$ cat src/rtl/bitload_pkg.sv
package bitload_pkg;
  localparam int unsigned DEF_NUM_SC = 256;
  localparam int unsigned DEF_CNT_W  = 4;

  function automatic int unsigned max_bits(int unsigned cnt_w);
    return (1 << cnt_w) - 1;
  endfunction
endpackage

$ cat src/rtl/bitload_table.sv
module bitload_table #(
  parameter int unsigned NUM_SC = 256,
  parameter int unsigned CNT_W  = 4,
  localparam int unsigned IDX_W = $clog2(NUM_SC)
) (
  input  logic             clk,
  input  logic             rst_n,
  input  logic             wr_en,
  input  logic [IDX_W-1:0] wr_addr,
  input  logic [CNT_W-1:0] wr_data,
  input  logic [IDX_W-1:0] rd_addr,
  output logic [CNT_W-1:0] rd_data
);
  logic [CNT_W-1:0] entry_q [NUM_SC];

  for (genvar g = 0; g < NUM_SC; g++) begin : g_entry
    logic hit;
    assign hit = wr_en && (wr_addr == IDX_W'(g));
    always_ff @(posedge clk or negedge rst_n) begin
      if (!rst_n)   entry_q[g] <= '0;
      else if (hit) entry_q[g] <= wr_data;
    end
  end

  assign rd_data = entry_q[rd_addr];
endmodule

$ cat src/rtl/bitload_gather.sv
module bitload_gather #(
  parameter int unsigned NUM_SC = 256,
  parameter int unsigned CNT_W  = 4,
  localparam int unsigned IDX_W = $clog2(NUM_SC),
  localparam int unsigned MAX_BITS = bitload_pkg::max_bits(CNT_W)
) (
  input  logic                clk,
  input  logic                rst_n,
  input  logic                hold,
  input  logic                slot_free,
  input  logic [CNT_W-1:0]    need,
  input  logic                in_valid,
  input  logic                in_bit,
  output logic                in_ready,
  output logic [IDX_W-1:0]    sc_idx,
  output logic                emit,
  output logic [MAX_BITS-1:0] emit_bits,
  output logic                at_start
);
  logic [IDX_W-1:0]    idx_q, idx_d;
  logic [CNT_W-1:0]    cnt_q, cnt_d;
  logic [MAX_BITS-1:0] acc_q, acc_d;
  logic                full, last, take;
  logic [MAX_BITS-1:0] merged;

  always_comb begin
    full     = (cnt_q == need);
    last     = ({1'b0, cnt_q} + 1'b1) == {1'b0, need};
    in_ready = !hold && slot_free && !full;
    take     = in_valid && in_ready;
    merged   = acc_q | (take ? (MAX_BITS'(in_bit) << cnt_q) : '0);
    emit     = !hold && slot_free && (full || (take && last));
    idx_d    = idx_q;
    cnt_d    = cnt_q;
    acc_d    = acc_q;
    if (emit) begin
      idx_d = (idx_q == IDX_W'(NUM_SC - 1)) ? '0 : idx_q + 1'b1;
      cnt_d = '0;
      acc_d = '0;
    end else if (take) begin
      cnt_d = cnt_q + 1'b1;
      acc_d = merged;
    end
  end

  always_ff @(posedge clk or negedge rst_n) begin
    if (!rst_n) begin
      idx_q <= '0;
      cnt_q <= '0;
      acc_q <= '0;
    end else begin
      idx_q <= idx_d;
      cnt_q <= cnt_d;
      acc_q <= acc_d;
    end
  end

  assign sc_idx    = idx_q;
  assign emit_bits = merged;
  assign at_start  = (idx_q == '0) && (cnt_q == '0);

  AST_NO_OVERRUN: assert property (@(posedge clk) disable iff (!rst_n)
    (cnt_q == '0) || (cnt_q < need));
endmodule

$ cat src/rtl/bitload_outreg.sv
module bitload_outreg #(
  parameter int unsigned NUM_SC = 256,
  parameter int unsigned CNT_W  = 4,
  localparam int unsigned IDX_W = $clog2(NUM_SC),
  localparam int unsigned MAX_BITS = bitload_pkg::max_bits(CNT_W)
) (
  input  logic                clk,
  input  logic                rst_n,
  input  logic                load,
  input  logic [IDX_W-1:0]    d_idx,
  input  logic [CNT_W-1:0]    d_cnt,
  input  logic [MAX_BITS-1:0] d_bits,
  input  logic                out_ready,
  output logic                slot_free,
  output logic                out_valid,
  output logic [IDX_W-1:0]    out_index,
  output logic [CNT_W-1:0]    out_count,
  output logic [MAX_BITS-1:0] out_bits
);
  logic valid_q, valid_d;

  always_comb begin
    slot_free = !valid_q || out_ready;
    valid_d   = valid_q;
    if (load)           valid_d = 1'b1;
    else if (out_ready) valid_d = 1'b0;
  end

  always_ff @(posedge clk or negedge rst_n) begin
    if (!rst_n) valid_q <= 1'b0;
    else        valid_q <= valid_d;
  end

  always_ff @(posedge clk or negedge rst_n) begin
    if (!rst_n) begin
      out_index <= '0;
      out_count <= '0;
      out_bits  <= '0;
    end else if (load) begin
      out_index <= d_idx;
      out_count <= d_cnt;
      out_bits  <= d_bits;
    end
  end

  assign out_valid = valid_q;

  AST_HOLD_STABLE: assert property (@(posedge clk) disable iff (!rst_n)
    out_valid && !out_ready |=> out_valid && $stable(out_index)
      && $stable(out_count) && $stable(out_bits));
  AST_HIGH_ZERO: assert property (@(posedge clk) disable iff (!rst_n)
    out_valid |-> ((out_bits >> out_count) == '0));
endmodule

$ cat src/rtl/bitload_dist.sv
module bitload_dist #(
  parameter int unsigned NUM_SC = bitload_pkg::DEF_NUM_SC,
  parameter int unsigned CNT_W  = bitload_pkg::DEF_CNT_W,
  localparam int unsigned IDX_W = $clog2(NUM_SC),
  localparam int unsigned MAX_BITS = bitload_pkg::max_bits(CNT_W)
) (
  input  logic                clk,
  input  logic                rst_n,
  input  logic                cfg_en,
  input  logic                cfg_wr,
  input  logic [IDX_W-1:0]    cfg_addr,
  input  logic [CNT_W-1:0]    cfg_bits,
  input  logic                in_valid,
  input  logic                in_bit,
  output logic                in_ready,
  output logic                out_valid,
  input  logic                out_ready,
  output logic [IDX_W-1:0]    out_index,
  output logic [CNT_W-1:0]    out_count,
  output logic [MAX_BITS-1:0] out_bits,
  output logic                out_empty,
  output logic                out_sof,
  output logic                out_eof
);
  logic [IDX_W-1:0]    sc_idx;
  logic [CNT_W-1:0]    need;
  logic                slot_free, emit, at_start, idle, tbl_we;
  logic [MAX_BITS-1:0] emit_bits;

  assign idle   = at_start && !out_valid;
  assign tbl_we = cfg_en && cfg_wr && idle;

  bitload_table #(.NUM_SC(NUM_SC), .CNT_W(CNT_W)) u_table (
    .clk(clk), .rst_n(rst_n), .wr_en(tbl_we), .wr_addr(cfg_addr),
    .wr_data(cfg_bits), .rd_addr(sc_idx), .rd_data(need));

  bitload_gather #(.NUM_SC(NUM_SC), .CNT_W(CNT_W)) u_gather (
    .clk(clk), .rst_n(rst_n), .hold(cfg_en), .slot_free(slot_free),
    .need(need), .in_valid(in_valid), .in_bit(in_bit), .in_ready(in_ready),
    .sc_idx(sc_idx), .emit(emit), .emit_bits(emit_bits), .at_start(at_start));

  bitload_outreg #(.NUM_SC(NUM_SC), .CNT_W(CNT_W)) u_out (
    .clk(clk), .rst_n(rst_n), .load(emit), .d_idx(sc_idx), .d_cnt(need),
    .d_bits(emit_bits), .out_ready(out_ready), .slot_free(slot_free),
    .out_valid(out_valid), .out_index(out_index), .out_count(out_count),
    .out_bits(out_bits));

  assign out_empty = (out_count == '0);
  assign out_sof   = (out_index == '0);
  assign out_eof   = (out_index == IDX_W'(NUM_SC - 1));

  AST_CFG_STALL: assert property (@(posedge clk) disable iff (!rst_n)
    cfg_en |-> !in_ready);
  AST_CFG_NO_LOAD: assert property (@(posedge clk) disable iff (!rst_n)
    cfg_en && !out_valid |=> !out_valid);
  AST_BACKPRESSURE: assert property (@(posedge clk) disable iff (!rst_n)
    out_valid && !out_ready |-> !in_ready);
endmodule

$ cat config.mk
export PLATFORM = sky130hd
export DESIGN_NAME = bitload_dist
export DESIGN_NICKNAME = d
export VERILOG_FILES = /design/src/rtl/bitload_pkg.sv /design/src/rtl/bitload_table.sv /design/src/rtl/bitload_gather.sv /design/src/rtl/bitload_outreg.sv /design/src/rtl/bitload_dist.sv
export SDC_FILE = /design/constraint.sdc
export NUM_CORES = 2
export LEC_CHECK = 0
export BUFFER_PORTS_ARGS = -buffer_cell sky130_fd_sc_hd__buf_2
export CORE_MARGIN = 4
export CORE_UTILIZATION = 45
export DETAILED_ROUTE_END_ITERATION = 6
export HOLD_SLACK_MARGIN = 0.08
export PLACE_DENSITY = 0.67
export RECOVER_POWER = 100
export SLEW_MARGIN = 20
export SYNTH_ARGS = -nofsm -noshare
export SYNTH_HDL_FRONTEND = slang
export SYNTH_SLANG_ARGS = --single-unit
$ cat constraint.sdc
create_clock -name clk -period 4.2 [get_ports clk]
set_clock_uncertainty 0.15 [all_clocks]
set_input_delay 0.21 -clock clk [delete_from_list [all_inputs] [get_ports clk]]
set_output_delay 0.21 -clock clk [all_outputs]
set_load 0.02 [all_outputs]
Word level (Yosys, flattened, before mapping)
Index checks and enable logic that the tools add are counted.
{"block": "classes", "addsub": 3, "n_mul": 0, "div": 0, "magnitude_cmp": 1, "n_eq_ne": 259, "n_shift": 1, "n_mux": 11, "bitwise": 2, "reduce_logical": 277}
{"cell": "$eq 8x8->1 const B", "n": 130}
{"cell": "$eq 8x7->1 const B", "n": 64}
{"cell": "$logic_and 1x1->1", "n": 265}
{"cell": "$eq 8x6->1 const B", "n": 32}
{"cell": "$eq 8x5->1 const B", "n": 16}
{"cell": "$eq 8x4->1 const B", "n": 8}
{"cell": "$mux 15", "n": 3}
{"cell": "$bmux 4 s8", "n": 1}
{"cell": "$eq 8x3->1 const B", "n": 4}
{"cell": "$logic_not 8->1", "n": 3}
{"cell": "$eq 8x2->1 const B", "n": 2}
{"cell": "$mux 4", "n": 4}
{"cell": "$or 15x15->15", "n": 1}
{"cell": "$shl 1x4->15", "n": 1}
{"cell": "$ge 9x9->1 const B", "n": 1}
{"cell": "$not 8->9", "n": 1}
{"cell": "$add 8x1->8 const B", "n": 1}
{"cell": "$eq 8x1->1 const B", "n": 1}
{"cell": "$logic_not 4->1", "n": 2}
{"cell": "$mux 8", "n": 1}
{"cell": "$add 4x1->5 const B", "n": 1}
{"cell": "$eq 5x4->1", "n": 1}
{"cell": "$add 4x1->4 const B", "n": 1}
{"cell": "$eq 4x4->1", "n": 1}
{"cell": "other kinds (4)", "n": 9}
{"block": "word_totals", "ff_bits": 1079, "latchBits": 0, "ram_bits": 0, "rom_bits": 0, "in_bits": 19, "out_inout_bits": 32, "wordCells": 817, "mem_count": 0}

Longest topological paths before layout
{"block": "logic_depth", "depth_word": 12, "depth_mapped": 19, "depth_no_buf": 11}

Modules after synthesis
A second synthesis with hierarchy kept.
{"block": "hier_totals", "hier_cells": 3435, "area_unflattened_um2": 50300.7}
{"mod": "bitload_table", "instances": 1, "cells_each": 3218, "area_each_um2": 47511.8, "seq_area_each_um2": 25624.6}
{"mod": "bitload_gather", "instances": 1, "cells_each": 149, "area_each_um2": 1597.8, "seq_area_each_um2": 675.6}
{"mod": "bitload_outreg", "instances": 1, "cells_each": 60, "area_each_um2": 1139.8, "seq_area_each_um2": 700.7}
{"mod": "bitload_dist", "instances": 1, "cells_each": 8, "area_each_um2": 51.3, "seq_area_each_um2": 0.0}

Least setup slack after synthesis
Ideal clock, no wire load.
{"block": "synth_path", "path_type": "reg-to-reg", "start": "register u_gather.idx_q[1] (netlist: u_gather.sc_idx[1])", "end": "register u_out.out_bits[11]", "arrival_time_ps": 4041, "t_required_ps": 3925, "path_slack_ps": -116, "path_stages_with_launch": 17, "path_buffers": 8, "period_less_slack_ps": 4316, "path_cell_list": "dfrtp_1 buf_2 buf_2 buf_2 buf_2 buf_1 mux4_2 a2111oi_0 a21oi_1 a222oi_1 xor2_1 and4b_1 buf_2 o21a_1 buf_4 buf_6 mux2_2"}
{"block": "synth_between", "elab_chain_cells": 11}
{"element": "from (decl)", "line_no": "bitload_gather.sv:20", "rtl": "logic [IDX_W-1:0] idx_q, idx_d;"}
{"element": "from (signal assigned)", "line_no": "bitload_gather.sv:52", "rtl": "idx_q <= idx_d;"}
{"element": "$not 8->9 (implied by the code) *", "line_no": "bitload_table.sv:25", "rtl": "assign rd_data = entry_q[rd_addr];"}
{"element": "$bmux 4 s8 *", "line_no": "bitload_table.sv:25"}
{"element": "$mux 4 (implied by the code) * (2 in a row)", "line_no": "bitload_table.sv:25"}
{"element": "$eq 4x4->1", "line_no": "bitload_gather.sv:27", "rtl": "full = (cnt_q == need);"}
{"element": "$logic_not 1->1", "line_no": "bitload_gather.sv:29", "rtl": "in_ready = !hold && slot_free && !full;"}
{"element": "$logic_and 1x1->1", "line_no": "bitload_gather.sv:29"}
{"element": "$logic_and 1x1->1", "line_no": "bitload_gather.sv:30", "rtl": "take = in_valid && in_ready;"}
{"element": "$logic_and 1x1->1", "line_no": "bitload_gather.sv:32", "rtl": "emit = !hold && slot_free && (full || (take && last));"}
{"element": "$logic_or 1x1->1", "line_no": "bitload_gather.sv:32"}
{"element": "$logic_and 1x1->1", "line_no": "bitload_gather.sv:32"}
{"element": "to (signal assigned)", "line_no": "bitload_outreg.sv:42", "rtl": "out_bits <= d_bits;"}
{"element": "to (decl)", "line_no": "bitload_outreg.sv:18", "rtl": "output logic [MAX_BITS-1:0] out_bits"}
Every way passes the cells marked *; elsewhere a longest branch is shown, timed or not. The select of a mux whose other input is x is not followed.
A chain may end at the register's enable or synchronous reset.

Worst setup path in the final report
{"block": "layout_path", "start": "register u_gather.idx_q[1] (netlist: u_gather.sc_idx[1])", "end": "output port in_ready"}
{"block": "layout_between", "elab_chain_cells": 7}
{"element": "$not 8->9 (implied by the code)", "line_no": "bitload_table.sv:25"}
{"element": "$bmux 4 s8", "line_no": "bitload_table.sv:25"}
{"element": "$mux 4 (implied by the code) (2 in a row)", "line_no": "bitload_table.sv:25"}
{"element": "$eq 4x4->1", "line_no": "bitload_gather.sv:27"}
{"element": "$logic_not 1->1", "line_no": "bitload_gather.sv:29"}
{"element": "$logic_and 1x1->1", "line_no": "bitload_gather.sv:29"}
{"element": "to (decl)", "line_no": "bitload_dist.sv:15", "rtl": "output logic in_ready,"}
Every way passes these cells. The select of a mux whose other input is x is not followed.

==> qor.yml <==
min_path_cells: 2
drt-vias-per-instance: 5.98
ys.warnings.count: 0
max_freq_mhz: 204
tns_ns: -30.96
numCtsBuffers: 112
vdd_drop_max_mv: 0.330
dieArea_um2: 117000
dr.pass1.iters: 7
fin_crit_ns: 4.90
r2r_start: "u_gather.sc_idx[1]"
hp-start: "cfg_bits[3]"
h-tree-depth: 3
run_status: "complete, but fails checks"
area_delta_synth_final_pct: 19.4
yosysUniqueCellTypes: 73
ios: 51
cp_num_buf_inv: 7
worst_slew_pin_slew_ns: 3.02
switching_power_mw: 9.39
path_cells: "buf_12 -> buf_4 -> mux4_2 -> mux2i_1 -> a221oi_2 -> a211o_1 -> o32a_1 -> nor2_2 -> buf_6 -> xnor2_2 -> buf_4 -> nor4_4 -> buf_4 -> buf_6 -> nor2_4 -> buf_6"
port_buffers: 50
layout_common_cells: "dfrtp_1 (1074), mux2_2 (1052), buf_4 (303)"
reg2regPathDepth: 20
min_path_type: "in2reg"
cp.required_ns: 3.84
setup_slack_ns: -0.697
finalMaxSlewViolations: 828
synth.yosys.seq_area_share_pct: 53.9
final_common_cell: "dfrtp_1"
grt_pass1_wl_mm: 219
cts_root_buffer: "clkbuf_16"
die_y_um: 342
drcViolationCount: 0
crit_path_max_incr_delay_ns: 0.55
slew-limit-headroom_pct: -102
cts.sinks: 1079
layout.nets: 3816
r2r_end: "u_out.out_bits[3]"
seq_power_share_pct: 35.7
async_flop_share_pct: 100
cts_tree: "built"
hold_end: "u_table.entry_q[711]"
period_share_pct: 117
swShare_pct: 31.0
core_um2: 111000
syn_nets: 3478
pre_cts_ws_ns: -0.541
cp.arrival_ns: 4.54
routabilityCongestion: 0.880
ys_seq_elements: 1079
fp-row-count: 122
finalHoldViolCount: 0
synth_edf_count: 0
crit_slowest_cell: "mux4_2"
postRouteAntennaNets: 0
pwr-share-clk_pct: 33.9
maxCapViolations: 9
finalSetupViolations: 96
crit_path_end_kind: "primary output"
grt_usage_pct: 24.6
combPwrFrac_pct: 30.4
ys.flop_type: "dfrtp_1"
rrSetupSlack_ns: -0.62
die_w_um: 342
drt_first_iter_violations: 2612
cts.reportedPaths.clkPinSlew_ns: 0.06
p_int_mw: 20.9
netlist_area_um2: 50100
critPathLaunchType: "register"
grt_max_degree: 145
dpl.hpwl_mm: 95.0
drive_above_1_share_pct: 52.3
num_vias: 32100
syn_inst: 3455
rsz0062_at_grt: "yes"
syn_area_per_cell_um2: 14.5
violations: "max-capacitance violations, max-slew violations, negative setup slack"
grt-ovfl-total: 0
clk_latency_ns: 0.70
wl_per_cell_um: 26.8
critPathKind: "reg2out"
final_util_pct: 54.1
antenna_found_initial: 5
p_per_area_nw_per_um2: 506
n_fill_cell: 9024
cp_max_fo: 24
first_global_vias: 33300
crit_family: "buffers and inverters"
cts.path.max_buffers: 3
wirelength_mm: 144
hold_ws_ns: 0.116
start_util_pct: 45.3
p_leak_nw: 28.7
## layer usage
metal | vias to the layer above | track usage, % | part of all wire (%)
li1 | 13500 | - | -
met1 | 17300 | 34.5 | 43
met2 | 1031 | 38.7 | 47
met3 | 313 | 4.71 | 6.5
met4 | 2 | 8.65 | 4.0
met5 | - | 0 | 0.0097
## area by class of cell
cell class	instances	area (um2)	area share, %
Clock inverter	30	452	0.755
Clock buffer	176	3340	5.58
Multi-Input combinational cell	2098	22600	37.7
Inverter	17	67.6	0.113
Antenna cell	2	5.00	0.00837
Sequential cell	1079	27000	45.2
Tap cell	1488	1860	3.11
Timing Repair Buffer	485	4530	7.58
## cell usage after synthesis (all sizes together) (3+ instances only)
cell type | count | area [um2]
o21ai | 14 | 81.3
or4 | 4 | 33.8
o22ai | 6 | 37.5
a31o | 12 | 105
mux2 | 1072 | 12100
a22o | 9 | 78.8
buf | 82 | 485
ha | 4 | 50.1
a221oi | 22 | 193
nand4 | 11 | 68.8
o211ai | 6 | 45.0
o2111ai | 6 | 52.6
a32oi | 7 | 61.3
clkbuf | 179 | 672
a21oi | 26 | 130
nand3 | 27 | 135
and2 | 22 | 138
mux2i | 65 | 651
dfrtp | 1079 | 27000
a32o | 3 | 30.0
o221ai | 11 | 96.3
o311a | 3 | 30.0
o32a | 3 | 30.0
nand3b | 4 | 30.0
inv | 15 | 56.3
a21o | 3 | 22.5
a221o | 4 | 40.0
a31oi | 11 | 68.8
a22oi | 25 | 188
nor2b | 12 | 75.1
mux4 | 232 | 5230
nor4 | 12 | 75.1
nor3 | 17 | 85.1
nand2 | 263 | 987
a211oi | 4 | 30.0
xnor2 | 9 | 78.8
nor2 | 121 | 454
a211o | 3 | 26.3
nand2b | 14 | 87.6
## per-stage QoR
step                instances  instance area [um2]  power (mW)
global placement         5095                54700        18.5
floorplan                3455                50100        14.9
CTS                      5360                59800        30.2
finish                   5375                59800        30.3
detailed placement       5095                54700        18.6
global route             5373                59800        31.2
## worst register-to-register path: stages, from the launching register on
cell and delay (ns):
dfrtp_4 0.49, buf_12 0.25, buf_4 0.27, mux4_2 0.55, mux2i_1 0.26, a221oi_2 0.17, a211o_1 0.34, o32a_1 0.20
nor2_2 0.21, buf_6 0.15, buf_6 0.09, buf_6 0.08, buf_6 0.09, buf_6 0.08, buf_6 0.08, xnor3_1 0.18
and4b_2 0.26, o21a_4 0.24, buf_6 0.13, buf_12 0.13, mux2_4 0.29
## worst max-delay path by stage
stage / start / end / slack [ns] / depth (start not counted)
final: u_gather.sc_idx[1] / in_ready / -0.70 / 16
after global routing: u_gather.sc_idx[0] / in_ready / -0.82 / 15
after CTS: u_gather.sc_idx[0] / in_ready / -0.70 / 16
after detailed placement: u_gather.sc_idx[0] / u_out.out_bits[2] / -0.54 / 15
after global placement: u_gather.sc_idx[0] / u_out.out_bits[1] / -0.51 / 15
after floorplan: u_gather.sc_idx[1] / u_out.out_bits[11] / 0.004 / 18
## sequential cells by signal (all words and copies together) (netlist names)
register         cells
u_out.out_count      4
u_gather.cnt_q       4
u_out.out_valid      1
u_out.out_index      8
u_out.out_bits      15
u_gather.sc_idx      8
u_table.entry_q   1024
u_gather.acc_q      15
## power groups by stage
stage	registers [mW]	clock network (mW)	logic (mW)
2_1_floorplan	10.9	0	4.00
3_3_place_gp	11.0	0	7.58
3_5_place_dp	11.0	0	7.61
4_1_cts	10.8	10.4	8.96
5_1_grt	10.8	10.8	9.56
6_report	10.8	10.3	9.19
## timing repair
action | 4_1_cts | 5_1_grt
hold endpoints to repair | 747 | 0
hold buffers | 9 | 0
pin swaps | 23 | 29
setup endpoints to repair | 56 | 815
gates resized for setup | 121 | 70
buffers inserted | 48 | 26
cloned | 8 | 1
## kinds of logic after synthesis
logic type                 share of synthesized area [%]
muxes                                               35.9
DFF                                                 53.9
and+or+nand+nor                                     4.51
buffers and inverters                               2.44
AOI/OAI and AO/OA                                   2.99
xor gates and xnor gates                           0.220
adders and majority gates                         0.0999
Power figures use the tool's default switching activity.
